[src/rtl/lsm_pkg.sv]
package lsm_pkg;
  localparam int SLOT_W   = 4;
  localparam int BASE_MAX = 9;
  localparam logic [4:0] RA_REG = 5'd31;

  typedef enum logic [1:0] {ST_IDLE, ST_XFER, ST_FIN} seq_state_e;

  // slot k of the base order: 16..23 then 30
  function automatic logic [4:0] base_reg(input logic [SLOT_W-1:0] k);
    return (k == SLOT_W'(8)) ? 5'd30 : (5'd16 + 5'(k));
  endfunction
endpackage

[src/rtl/lsm_decode.sv]
module lsm_decode
  import lsm_pkg::*;
(
  input  logic [4:0]        list,
  output logic [SLOT_W-1:0] nbase,
  output logic [SLOT_W-1:0] total
);
  logic [SLOT_W-1:0] cnt;
  logic              in_range;

  always_comb begin
    cnt      = SLOT_W'(list[3:0]);
    in_range = (cnt != '0) && (cnt <= SLOT_W'(BASE_MAX));
    nbase    = in_range ? cnt : '0;
    total    = nbase + SLOT_W'(list[4]);
  end
endmodule

[src/rtl/lsm_addr_gen.sv]
module lsm_addr_gen #(
  parameter int ADDR_W = 32,
  parameter int STEP   = 4
) (
  input  logic              clk,
  input  logic              rst_n,
  input  logic              load,
  input  logic [ADDR_W-1:0] load_addr,
  input  logic              adv,
  output logic [ADDR_W-1:0] addr
);
  always_ff @(posedge clk or negedge rst_n) begin
    if (!rst_n)    addr <= '0;
    else if (load) addr <= load_addr;
    else if (adv)  addr <= addr + ADDR_W'(STEP);
  end
endmodule

[src/rtl/lsm_fmt.sv]
module lsm_fmt #(
  parameter int XLEN    = 64,
  parameter bit DW_MODE = 1'b0
) (
  input  logic [XLEN-1:0] reg_in,
  input  logic [XLEN-1:0] mem_in,
  output logic [XLEN-1:0] mem_out,
  output logic [XLEN-1:0] reg_out
);
  generate
    if (DW_MODE || XLEN <= 32) begin : g_full
      assign mem_out = reg_in;
      assign reg_out = mem_in;
    end else begin : g_word
      logic unused_hi;
      assign unused_hi = ^{reg_in[XLEN-1:32], mem_in[XLEN-1:32]};
      assign mem_out   = {{(XLEN-32){1'b0}}, reg_in[31:0]};
      assign reg_out   = {{(XLEN-32){mem_in[31]}}, mem_in[31:0]};
    end
  endgenerate
endmodule

[src/rtl/regmulti_seq.sv]
module regmulti_seq
  import lsm_pkg::*;
#(
  parameter int XLEN    = 64,
  parameter int ADDR_W  = 32,
  parameter bit DW_MODE = 1'b0
) (
  input  logic              clk,
  input  logic              rst_n,
  input  logic              cmd_valid,
  output logic              cmd_ready,
  input  logic [ADDR_W-1:0] cmd_addr,
  input  logic [4:0]        cmd_list,
  input  logic              cmd_store,
  output logic              busy,
  output logic              done,
  output logic [4:0]        rf_idx,
  output logic              rf_we,
  output logic [XLEN-1:0]   rf_wdata,
  input  logic [XLEN-1:0]   rf_rdata,
  output logic              mem_valid,
  input  logic              mem_ready,
  output logic              mem_write,
  output logic [ADDR_W-1:0] mem_addr,
  output logic [XLEN-1:0]   mem_wdata,
  input  logic [XLEN-1:0]   mem_rdata
);
  localparam int STEP = DW_MODE ? 8 : 4;

  seq_state_e        state_q, state_d;
  logic [SLOT_W-1:0] slot_q, nbase_q, total_q;
  logic [SLOT_W-1:0] nbase_d, total_d;
  logic              store_q;
  logic              accept, hs, last;

  lsm_decode u_dec (.list(cmd_list), .nbase(nbase_d), .total(total_d));

  assign accept = cmd_valid && (state_q == ST_IDLE);
  assign hs     = (state_q == ST_XFER) && mem_ready;
  assign last   = (slot_q == SLOT_W'(total_q - 1'b1));

  always_comb begin
    state_d = state_q;
    unique case (state_q)
      ST_IDLE: if (accept) state_d = (total_d == '0) ? ST_FIN : ST_XFER;
      ST_XFER: if (hs && last) state_d = ST_FIN;
      ST_FIN:  state_d = ST_IDLE;
      default: state_d = ST_IDLE;
    endcase
  end

  always_ff @(posedge clk or negedge rst_n) begin
    if (!rst_n) begin
      state_q <= ST_IDLE;
      slot_q  <= '0;
      nbase_q <= '0;
      total_q <= '0;
      store_q <= 1'b0;
    end else begin
      state_q <= state_d;
      if (accept) begin
        slot_q  <= '0;
        nbase_q <= nbase_d;
        total_q <= total_d;
        store_q <= cmd_store;
      end else if (hs) begin
        slot_q <= slot_q + 1'b1;
      end
    end
  end

  lsm_addr_gen #(.ADDR_W(ADDR_W), .STEP(STEP)) u_addr (
    .clk(clk), .rst_n(rst_n), .load(accept), .load_addr(cmd_addr),
    .adv(hs), .addr(mem_addr)
  );

  lsm_fmt #(.XLEN(XLEN), .DW_MODE(DW_MODE)) u_fmt (
    .reg_in(rf_rdata), .mem_in(mem_rdata), .mem_out(mem_wdata), .reg_out(rf_wdata)
  );

  assign cmd_ready = (state_q == ST_IDLE);
  assign busy      = (state_q != ST_IDLE);
  assign done      = (state_q == ST_FIN);
  assign mem_valid = (state_q == ST_XFER);
  assign mem_write = mem_valid && store_q;
  assign rf_we     = hs && !store_q;

  always_comb begin
    if (state_q != ST_XFER)   rf_idx = 5'd0;
    else if (slot_q < nbase_q) rf_idx = base_reg(slot_q);
    else                       rf_idx = RA_REG;
  end

  a_r6_hold_req: assert property (@(posedge clk) disable iff (!rst_n)
    mem_valid && !mem_ready |=> mem_valid && $stable(mem_addr) && $stable(rf_idx) && $stable(mem_write));
  a_r7_done_single: assert property (@(posedge clk) disable iff (!rst_n)
    done |=> !done && !busy);
  a_r9_busy_after_accept: assert property (@(posedge clk) disable iff (!rst_n)
    cmd_valid && cmd_ready |=> busy);
  a_r8_quiet_idle: assert property (@(posedge clk) disable iff (!rst_n)
    !busy |-> !mem_valid && !rf_we && cmd_ready);
  a_r10_we_on_load: assert property (@(posedge clk) disable iff (!rst_n)
    rf_we |-> mem_valid && mem_ready && !mem_write);
  a_r3_ra_is_last: assert property (@(posedge clk) disable iff (!rst_n)
    mem_valid && mem_ready && rf_idx == RA_REG |=> !mem_valid && done);
endmodule

[config.mk]
export PLATFORM = sky130hd
export DESIGN_NAME = regmulti_seq
export DESIGN_NICKNAME = d
export VERILOG_FILES = /design/src/rtl/lsm_pkg.sv /design/src/rtl/lsm_decode.sv /design/src/rtl/lsm_addr_gen.sv /design/src/rtl/lsm_fmt.sv /design/src/rtl/regmulti_seq.sv
export SDC_FILE = /design/constraint.sdc
export NUM_CORES = 1
export LEC_CHECK = 0
export ABC_AREA = 1
export CORE_MARGIN = 2
export CORE_UTILIZATION = 25
export CTS_CLUSTER_SIZE = 40
export DETAILED_ROUTE_END_ITERATION = 10
export DONT_BUFFER_PORTS = 1
export GPL_TIMING_DRIVEN = 0
export PLACE_DENSITY_LB_ADDON = 0.12
export REMOVE_ABC_BUFFERS = 1
export SLEW_MARGIN = 40
export SYNTH_ARGS = -nofsm -noshare
export SYNTH_HDL_FRONTEND = slang
export SYNTH_HIERARCHICAL = 1
export SYNTH_SLANG_ARGS = --single-unit
[constraint.sdc]
create_clock -name clk -period 3.05 [get_ports clk]
set_clock_uncertainty 0.1 [all_clocks]
set_input_delay 0 -clock clk [delete_from_list [all_inputs] [get_ports clk]]
set_output_delay 0 -clock clk [all_outputs]
set_load 0.01 [all_outputs]
-- Yosys cells after proc, flatten, opt, wreduce, memory -nomap -nowiden
Index checks and enable logic that the tools add are counted.
- memory bits (read-only): 0
- memories kept: 0
- RAM bits: 0
- bits in latches: 0
- output and inout bits: 171
- bits in registers: 47
- input bits: 170
- magnitude comparators: 2
- bitwise operators: 0
- multipliers: 0
- divide/modulo/power cells: 0
- shift-type cells: 0
- muxes and demuxes: 12
- add/sub/neg operators: 5
- reductions and logical operators: 13
- equal/unequal tests: 7
- operators with widths (cell ; count):
    two-way mux 32 bit ; 2
    adder 32 x 3 -> 32 bit (second input constant) ; 1
    two-way mux 5 bit ; 3
    two-way mux 4 bit ; 3
    logical AND 1 bit ; 6
    two-way mux 2 bit ; 3
    != test 2 x 1 -> 1 bit (second input constant) ; 3
    adder 5 x 4 -> 5 bit (first input constant) ; 1
    adder 4 x 1 -> 4 bit ; 1
    adder 4 x 1 -> 4 bit (second input constant) ; 1
    equality test 4 bit ; 1
    equality test 4 bit (second input constant) ; 1
    <= comparator 4 bit (second input constant) ; 1
    zero test 4 bit ; 1
    < comparator 4 bit ; 1
    one-hot mux 2 bit (2 select lines) ; 1
    nonzero test 2 bit ; 2
    nonzero test 4 bit ; 1
    subtractor 4 x 1 -> 4 bit (second input constant) ; 1
    equality test 2 x 1 -> 1 bit (second input constant) ; 1
    equality test 2 bit (second input constant) ; 1
    zero test 2 bit ; 1
    AND reduction 2 bit ; 1
    zero test 1 bit ; 1

-- Depth between registers and ports, before layout
Gate-level depths: netlist of the first run.
- depth in word-level cells: 8
- mapped depth: 11
- depth with buffers taken out: 11

-- Cells and area by module
Netlist of the first run, hierarchy kept.
- by module, submodules not included (module ; area each (um^2) ; seq. area each (um^2) ; instances ; cells each):
    lsm_addr_gen ; 2159.6 ; 800.8 ; 1 ; 315
    regmulti_seq ; 1007.2 ; 375.4 ; 1 ; 144
    lsm_fmt ; 964.7 ; 0.0 ; 1 ; 129
    lsm_decode ; 112.6 ; 0.0 ; 1 ; 17

-- Least setup slack after synthesis of the first run
Ideal clock, no wire load.
- path kind: register -> register
- start point: reg state_q[0]
- end point: reg u_addr.addr[12]
- period minus slack after synthesis: 1.854 ns
- cell stages (with the launch flop): 12
- library setup time: 0.124 ns
- path slack: 1.196 ns
- arrival time: 1.630 ns
- path through: dfrtp_1 -> nor2_2 -> nand2_1 -> inv_2 -> buf_4 -> buf_2 -> inv_2 -> nand2_1 -> inv_1 -> buf_6 -> nand3_1 -> nand3_1
- word-level cells in the longest chain between the ends: 3
- RTL lines (item ; line ; text):
    from (decl) ; regmulti_seq.sv:30 ; seq_state_e state_q, state_d;
    from (signal assigned) ; regmulti_seq.sv:60 ; state_q <= state_d;
    zero test 2 bit (*) ; n/a ;
    net cmd_ready ; regmulti_seq.sv:11 ; output logic cmd_ready,
    logical AND 1 bit (*) ; regmulti_seq.sv:38 ; assign accept = cmd_valid && (state_q == ST_IDLE);
    net accept ; regmulti_seq.sv:34 ; logic accept, hs, last;
    two-way mux 32 bit or nonzero test 2 bit (tied branches) ; n/a ;
    to (signal assigned) ; lsm_addr_gen.sv:14 ; else if (load) addr <= load_addr;
    to (signal assigned) ; lsm_addr_gen.sv:15 ; else if (adv) addr <= addr + ADDR_W'(STEP);
    to (decl) ; lsm_addr_gen.sv:10 ; output logic [ADDR_W-1:0] addr
The timed path passes the listed nets; every way through them passes the cells marked *.
A chain may end at the register's enable or synchronous reset.

-- Worst setup path after layout of the first run
- start point: reg state_q[0]
- end point: reg u_addr.addr[14]
- word-level cells in the longest chain between the ends: 3
- RTL lines (item ; line):
    zero test 2 bit (*) ; n/a
    net cmd_ready ; regmulti_seq.sv:11
    logical AND 1 bit (*) ; regmulti_seq.sv:38
    two-way mux 32 bit or nonzero test 2 bit (tied branches) ; n/a
Marked as above.

==> results.sh, run 1 <==
export IMPL_numClockSinks=47
export IMPL_ys_warn_count=6
export IMPL_finalPower_uw=3720
export IMPL_crit_type="reg -> reg"
export IMPL_status="completed"
export IMPL_power_density_nw_per_um2=756
export IMPL_fin_ws_ns=0.192
export IMPL_grt_max_degree=48
export IMPL_pwr_share_seq=0.385
export IMPL_numCtsBuffers=5
export IMPL_slowest_stage="dfrtp_1"
export IMPL_synth_async_reset_ratio=1.00
export IMPL_detail_route_antenna_nets=0
export IMPL_min_path_type="in -> reg"
export IMPL_fp_dieArea_um2=18000
export IMPL_portBuffers=0
export IMPL_first_pass_iters=4
export IMPL_synth_cell_types=35
export IMPL_syn_inst=605
export IMPL_p_leak_uw=0.00226
export IMPL_grt_overflow_total=0
export IMPL_worstHoldStart="cmd_list[2]"
export IMPL_slew_viol_final=0
export IMPL_synthFlopType="dfrtp_1"
export IMPL_setup_viol=0
export IMPL_worst_slew_pin_slew_ns=0.748
export IMPL_n_fill_cell=1832
export IMPL_via_per_inst=4.37
export IMPL_min_path_cells=5
export IMPL_swShare=0.499
export IMPL_power_switching_uw=1860
export IMPL_placed_area_um2=3610
export IMPL_first_global_vias=3399
export IMPL_core_area_um2=16600
export IMPL_pwr_share_comb=0.438
export IMPL_final_layout_size_suffix_gt1_frac=0.0797
export IMPL_p_int_uw=1870
export IMPL_gp_congestion=0.872
export IMPL_yosysSeqAreaShare=0.277
export IMPL_fmax_mhz=350
export IMPL_fin_crit_ns=2.86
export IMPL_syn_area_per_cell_um2=7.01
export IMPL_worst_setup_path_end_kind="flop"
export IMPL_syn_cell_area_um2=4240
export IMPL_synth_edf_count=0
export IMPL_start_kind="flop"
export IMPL_power_frac_clock=0.178
export IMPL_antenna_found_initial=3
export IMPL_clk_pin_slew_worst_paths_ns=0.08
export IMPL_vias=3652
export IMPL_final_hold_violation_count=0
export IMPL_required_ns=3.13
export IMPL_drv_cap=0
export IMPL_grt_first_pass_wirelength_um=26300
export IMPL_worst_path_buf_inv=3
export IMPL_antennaDiodeCount=0
export IMPL_slew_headroom=0.500
export IMPL_setup_tns_ns=0
export IMPL_worstSetupPathDepth=8
export IMPL_drtIter0Drc=260
export IMPL_r2r_start="state_q[0]"
export IMPL_hold_end="total_q[2]"
export IMPL_die_x_um=134
export IMPL_placementRows=47
export IMPL_ys_ff_latch=47
export IMPL_rsz0062_at_grt="false"
export IMPL_cp_arrival_ns=2.94
export IMPL_dp_hpwl_um=15700
export IMPL_final_util=0.297
export IMPL_grt_use_total=0.209
export IMPL_crit_fanout=43
export IMPL_yosys_area_top_type_share=0.277
export IMPL_max_stage_delay_ns=0.43
export IMPL_nets=793
export IMPL_wl_per_cell_um=23.1
export IMPL_cp_top_family="simple AND/OR/NAND/NOR gates"
export IMPL_h_tree_depth=2
export IMPL_ys_top_cells_by_area="dfrtp_1 28%, buf_4 23%, nand2_1 15%, nand3_1 5.5%, inv_1 4.5%"
export IMPL_r2r_end="u_addr/addr[14]"
export IMPL_drc=0
export IMPL_clockBufferDepth=2
export IMPL_io_pins=341
export IMPL_place_ws_ns=-0.0403
export IMPL_routed_wl_um=19300
export IMPL_clk_latency_ns=0.31
export IMPL_die_y_um=134
export IMPL_regToRegSetupSlack_ns=0.19
export IMPL_crit_chain="nor2_2 -> nand2_1 -> clkinv_8 -> inv_2 -> nand2_1 -> clkinvlp_4 -> nand3_1 -> nand3_1"
export IMPL_cts_tree="yes"
export IMPL_design_area_um2=4930
export IMPL_clockRootBuffer="clkbuf_16"
export IMPL_period_share=0.937
export IMPL_area_growth_pct=16.1
export IMPL_worst_ir_drop_vdd_v=0.000292
export IMPL_start_util=0.256
export IMPL_ff2ff_path_depth=8
export IMPL_synth_top_area_cell="dfrtp_1"
[power groups by stage]
stage,combinational (uW),sequential [uW],clock (uW)
2_1_floorplan,1110,1280,0
5_1_grt,1850,1500,713
3_3_place_gp,1380,1460,0
6_report,1630,1430,662
4_1_cts,1620,1450,693
3_5_place_dp,1400,1460,0
[metal layers]
metal  vias to the layer above  global-route usage  share of wire
li1                       1763                   -              -
met4                         2              0.0357          0.012
met5                         -                   0        0.00057
met1                      1719               0.270           0.43
met3                        15              0.0714          0.089
met2                       153               0.341           0.47
[area by class of cell]
cell class | count | area, um^2 | area share
Timing Repair Buffer | 109 | 1120 | 0.228
Clock buffer | 5 | 125 | 0.0254
Tap cell | 220 | 275 | 0.0559
Inverter | 59 | 240 | 0.0488
Multi-Input combinational cell | 391 | 1940 | 0.393
Timing Repair inverter | 1 | 7.51 | 0.00152
Clock inverter | 3 | 43.8 | 0.00889
Sequential cell | 47 | 1180 | 0.239
[cell usage after synthesis (all sizes together), types with 4 or more instances]
| cell type | instances |
|---|---|
| a22oi | 19 |
| o21bai | 5 |
| a21oi | 7 |
| nand3 | 48 |
| ha | 9 |
| nor2 | 55 |
| buf | 136 |
| inv | 59 |
| and2 | 4 |
| o21ai | 18 |
| nand2 | 177 |
| dfrtp | 47 |
| xor2 | 7 |
[worst max path at each step]
stage	start	end	slack [ns]
2_1_floorplan	state_q[0]	u_addr/addr[12]	0.84
3_3_place_gp	state_q[0]	u_addr/addr[17]	-0.24
3_5_place_dp	state_q[0]	u_addr/addr[17]	-0.04
4_1_cts	state_q[0]	u_addr/addr[17]	0.03
5_1_grt	state_q[0]	u_addr/addr[13]	0.02
6_report	state_q[0]	u_addr/addr[14]	0.19
[cells in the final DEF (no fill, tap or decap), types with 3 or more instances in the layout]
| cell type | Yosys | routed |
|---|---|---|
| a21oi_1 | 5 | 5 |
| and2_1 | 3 | 3 |
| nand3_1 | 47 | 47 |
| inv_2 | 7 | 6 |
| dlygate4sd3_1 | 0 | 106 |
| nand2_1 | 171 | 171 |
| conb_1 | 1 | 32 |
| nor2_4 | 6 | 7 |
| ha_1 | 9 | 9 |
| inv_1 | 51 | 50 |
| xor2_1 | 6 | 6 |
| nand2_2 | 4 | 4 |
| nand4_1 | 3 | 3 |
| a22oi_1 | 19 | 19 |
| o21bai_1 | 5 | 5 |
| nor2_2 | 9 | 8 |
| o21ai_1 | 12 | 12 |
| o21ai_0 | 6 | 6 |
| nor2_1 | 39 | 39 |
| dfrtp_1 | 47 | 47 |
| clkbuf_16 | 0 | 5 |
[per-stage QoR]
stage	hold slack (ns)	cells
after floorplan	-0.396	497
after global routing	0.0561	835
after global placement	-0.394	717
after CTS	0.00344	833
after detailed placement	-0.394	717
final	0.0324	835
[state kept, by name, summed over array words and instances (netlist names)]
signal,count
nbase_q,4
store_q,1
state_q,2
slot_q,4
total_q,4
u_addr/addr,32
[cell families (layout without fill, tap and decap cells)]
family / after synthesis / count (layout) / share of synthesized area
buffers and inverters: 198 / 177 / 0.295
AND/OR/NAND/NOR: 290 / 290 / 0.303
XOR/XNOR: 7 / 7 / 0.0162
AO/OA/AOI/OAI: 53 / 53 / 0.0808
flip-flops: 47 / 47 / 0.277
other: 1 / 32 / 0.000884
adder cells (fa/ha/maj): 9 / 9 / 0.0265
[worst register-to-register path: cells and delay by family (launching register included)]
| kind | cells | cell delay [ns] |
|---|---|---|
| AND/OR/NAND/NOR | 5 | 1.27 |
| flip-flops | 1 | 0.43 |
| buffers and inverters | 3 | 0.93 |
[repair_timing]
| item | CTS | global route |
|---|---|---|
| hold buffers | 108 | 0 |
| cloned | 0 | 1 |
| setup buffers | 0 | 1 |
| endpoints found under the setup margin | 10 | 22 |
| gates resized for setup | 1 | 6 |
| hold endpoints to repair | 188 | 0 |
Power figures use the tool's default switching activity.
==> run 2: changes to the inputs <==
--- a/config.mk
+++ b/config.mk
@@ -6,11 +6,12 @@
 export NUM_CORES = 1
 export LEC_CHECK = 0
 export ABC_AREA = 1
-export CORE_MARGIN = 2
-export CORE_UTILIZATION = 25
+export CORE_AREA = 2 2 134 136
 export CTS_CLUSTER_SIZE = 40
 export DETAILED_ROUTE_END_ITERATION = 10
+export DIE_AREA = 0 0 136 138
 export DONT_BUFFER_PORTS = 1
+export GPL_ROUTABILITY_DRIVEN = 0
 export GPL_TIMING_DRIVEN = 0
 export PLACE_DENSITY_LB_ADDON = 0.12
 export REMOVE_ABC_BUFFERS = 1
==> run 2 against run 1 <==
Effect of this change: sequential power about the same; die area up 4.1%; critical endpoint is now u_addr/addr[12]; largest power group unchanged; final cell count up 1.4%.
==> results.sh, run 2 (same netlist as run 1, synthesis figures left out) <==
export IMPL_final_layout_size_suffix_gt1_frac=0.0812
export IMPL_final_hold_violation_count=0
export IMPL_grt_max_degree=48
export IMPL_setup_tns_ns=0
export IMPL_first_pass_iters=4
export IMPL_via_per_inst=4.32
export IMPL_stdcell_count=847
export IMPL_clk_latency_ns=0.30
export IMPL_core_area_um2=17500
export IMPL_clockRootBuffer="clkbuf_16"
export IMPL_antenna_found_initial=5
export IMPL_fp_dieArea_um2=18800
export IMPL_io_pins=341
export IMPL_numClockSinks=47
export IMPL_final_common_cell="nand2_1"
export IMPL_worst_slew_pin_slew_ns=0.737
export IMPL_crit_chain="nor2_2 -> nand2_1 -> bufinv_8 -> inv_2 -> nand2_1 -> clkinvlp_4 -> buf_4 -> nand3_1 -> nand3_1"
export IMPL_clockBufferDepth=2
export IMPL_min_path_type="in -> reg"
export IMPL_cts_tree="yes"
export IMPL_slew_viol_final=0
export IMPL_drtIter0Drc=232
export IMPL_place_ws_ns=-0.0212
export IMPL_placementRows=49
export IMPL_design_area_um2=4960
export IMPL_detail_route_antenna_nets=0
export IMPL_first_global_vias=3530
export IMPL_clk_pin_slew_worst_paths_ns=0.07
export IMPL_worst_ir_drop_vdd_v=0.000325
export IMPL_routed_wl_um=18900
export IMPL_cp_arrival_ns=2.82
export IMPL_status="completed"
export IMPL_fmax_mhz=365
export IMPL_die_x_um=136
export IMPL_power_density_nw_per_um2=757
export IMPL_drv_cap=0
export IMPL_nets=794
export IMPL_required_ns=3.14
export IMPL_slowest_stage="bufinv_8"
export IMPL_period_share=0.897
export IMPL_regToRegSetupSlack_ns=0.31
export IMPL_fin_crit_ns=2.74
export IMPL_slew_headroom=0.508
export IMPL_largest_reg_flops=32
export IMPL_fin_ws_ns=0.313
export IMPL_final_util=0.283
export IMPL_start_util=0.242
export IMPL_grt_use_total=0.199
export IMPL_h_tree_depth=2
export IMPL_grt_overflow_total=0
export IMPL_placed_area_um2=3620
export IMPL_area_growth_pct=16.8
export IMPL_placedCellCount=726
export IMPL_die_y_um=138
export IMPL_final_cell_mix="171 x nand2_1, 106 x dlygate4sd3_1, 50 x inv_1, 47 x nand3_1, 47 x dfrtp_1"
export IMPL_top_register="u_addr/addr"
export IMPL_vias=3663
export IMPL_wl_per_cell_um=22.3
export IMPL_rsz0062_at_grt="false"
export IMPL_grt_first_pass_wirelength_um=26400
export IMPL_drc=0
export IMPL_max_stage_delay_ns=0.48
export IMPL_crit_type="reg -> reg"
export IMPL_portBuffers=0
export IMPL_dp_hpwl_um=15200
export IMPL_worst_setup_path_end_kind="flop"
export IMPL_numCtsBuffers=5
export IMPL_crit_fanout=43
export IMPL_setup_viol=0
export IMPL_p_leak_uw=0.00227
export IMPL_start_kind="flop"
[run 2: cell count changes in the layout (fill, tap and decap cells not counted), sizes merged]
cell / delta
clkinv: -2
bufinv: +1
buf: +1
diode: +2
clkbuf: +1
[run 2: area by class of cell]
cell class | instances | area (um^2)
diodes | 2 | 5.00
clock buffers | 6 | 139
clock inverters | 2 | 35.0
fillers | 1937 | 12600
inverters | 59 | 241
multi-input cells | 391 | 1940
flip-flops and latches | 47 | 1180
well taps | 229 | 287
repair buffers | 110 | 1130
repair inverters | 1 | 7.51
[run 2: power breakdown]
group / switching [uW] / internal [uW]
Sequential: 537 / 899
Clock: 272 / 409
Combinational: 1040 / 597
Total: 1850 / 1910
[run 2: final timing paths]
path | end | startpoint | cells past startpoint
max in group asynchronous | u_addr/addr[2] | rst_n | 2
min | total_q[2] | cmd_list[2] | 5
max | u_addr/addr[12] | state_q[0] | 9
max reg2reg | u_addr/addr[12] | state_q[0] | 9
min in group asynchronous | u_addr/addr[21] | rst_n | 2
min reg2reg | nbase_q[0] | nbase_q[0] | 2
[run 2: through the flow]
step	hold WS, ns	power [uW]
floorplan	-0.396	2390
finish	0.0185	3750
detailed placement	-0.394	2870
global placement	-0.394	2840
CTS	0.00530	3780
global route	0.0515	4120
[run 2: metal layers]
metal  vias to the layer above  part of all wire  global-route usage
li1                       1762                 -                   -
met5                         -                 0                   0
met4                         0             0.011              0.0263
met2                       141              0.48               0.333
met1                      1748              0.43               0.259
met3                        12             0.070              0.0583
[run 2: timing repair]
item / 4_1_cts / 5_1_grt
pin swaps: 0 / 0
cloned: 0 / 1
resized for setup: 1 / 4
setup buffers: 0 / 2
endpoints found under the setup margin: 3 / 21
endpoints found under the hold margin: 187 / 0
hold buffers: 108 / 0
[run 2: critical path, delay by kind of cell (launching register included)]
kind	cells	cell delay [ns]
buffers and inverters	4	0.96
and+or+nand+nor	5	1.08
DFF	1	0.43
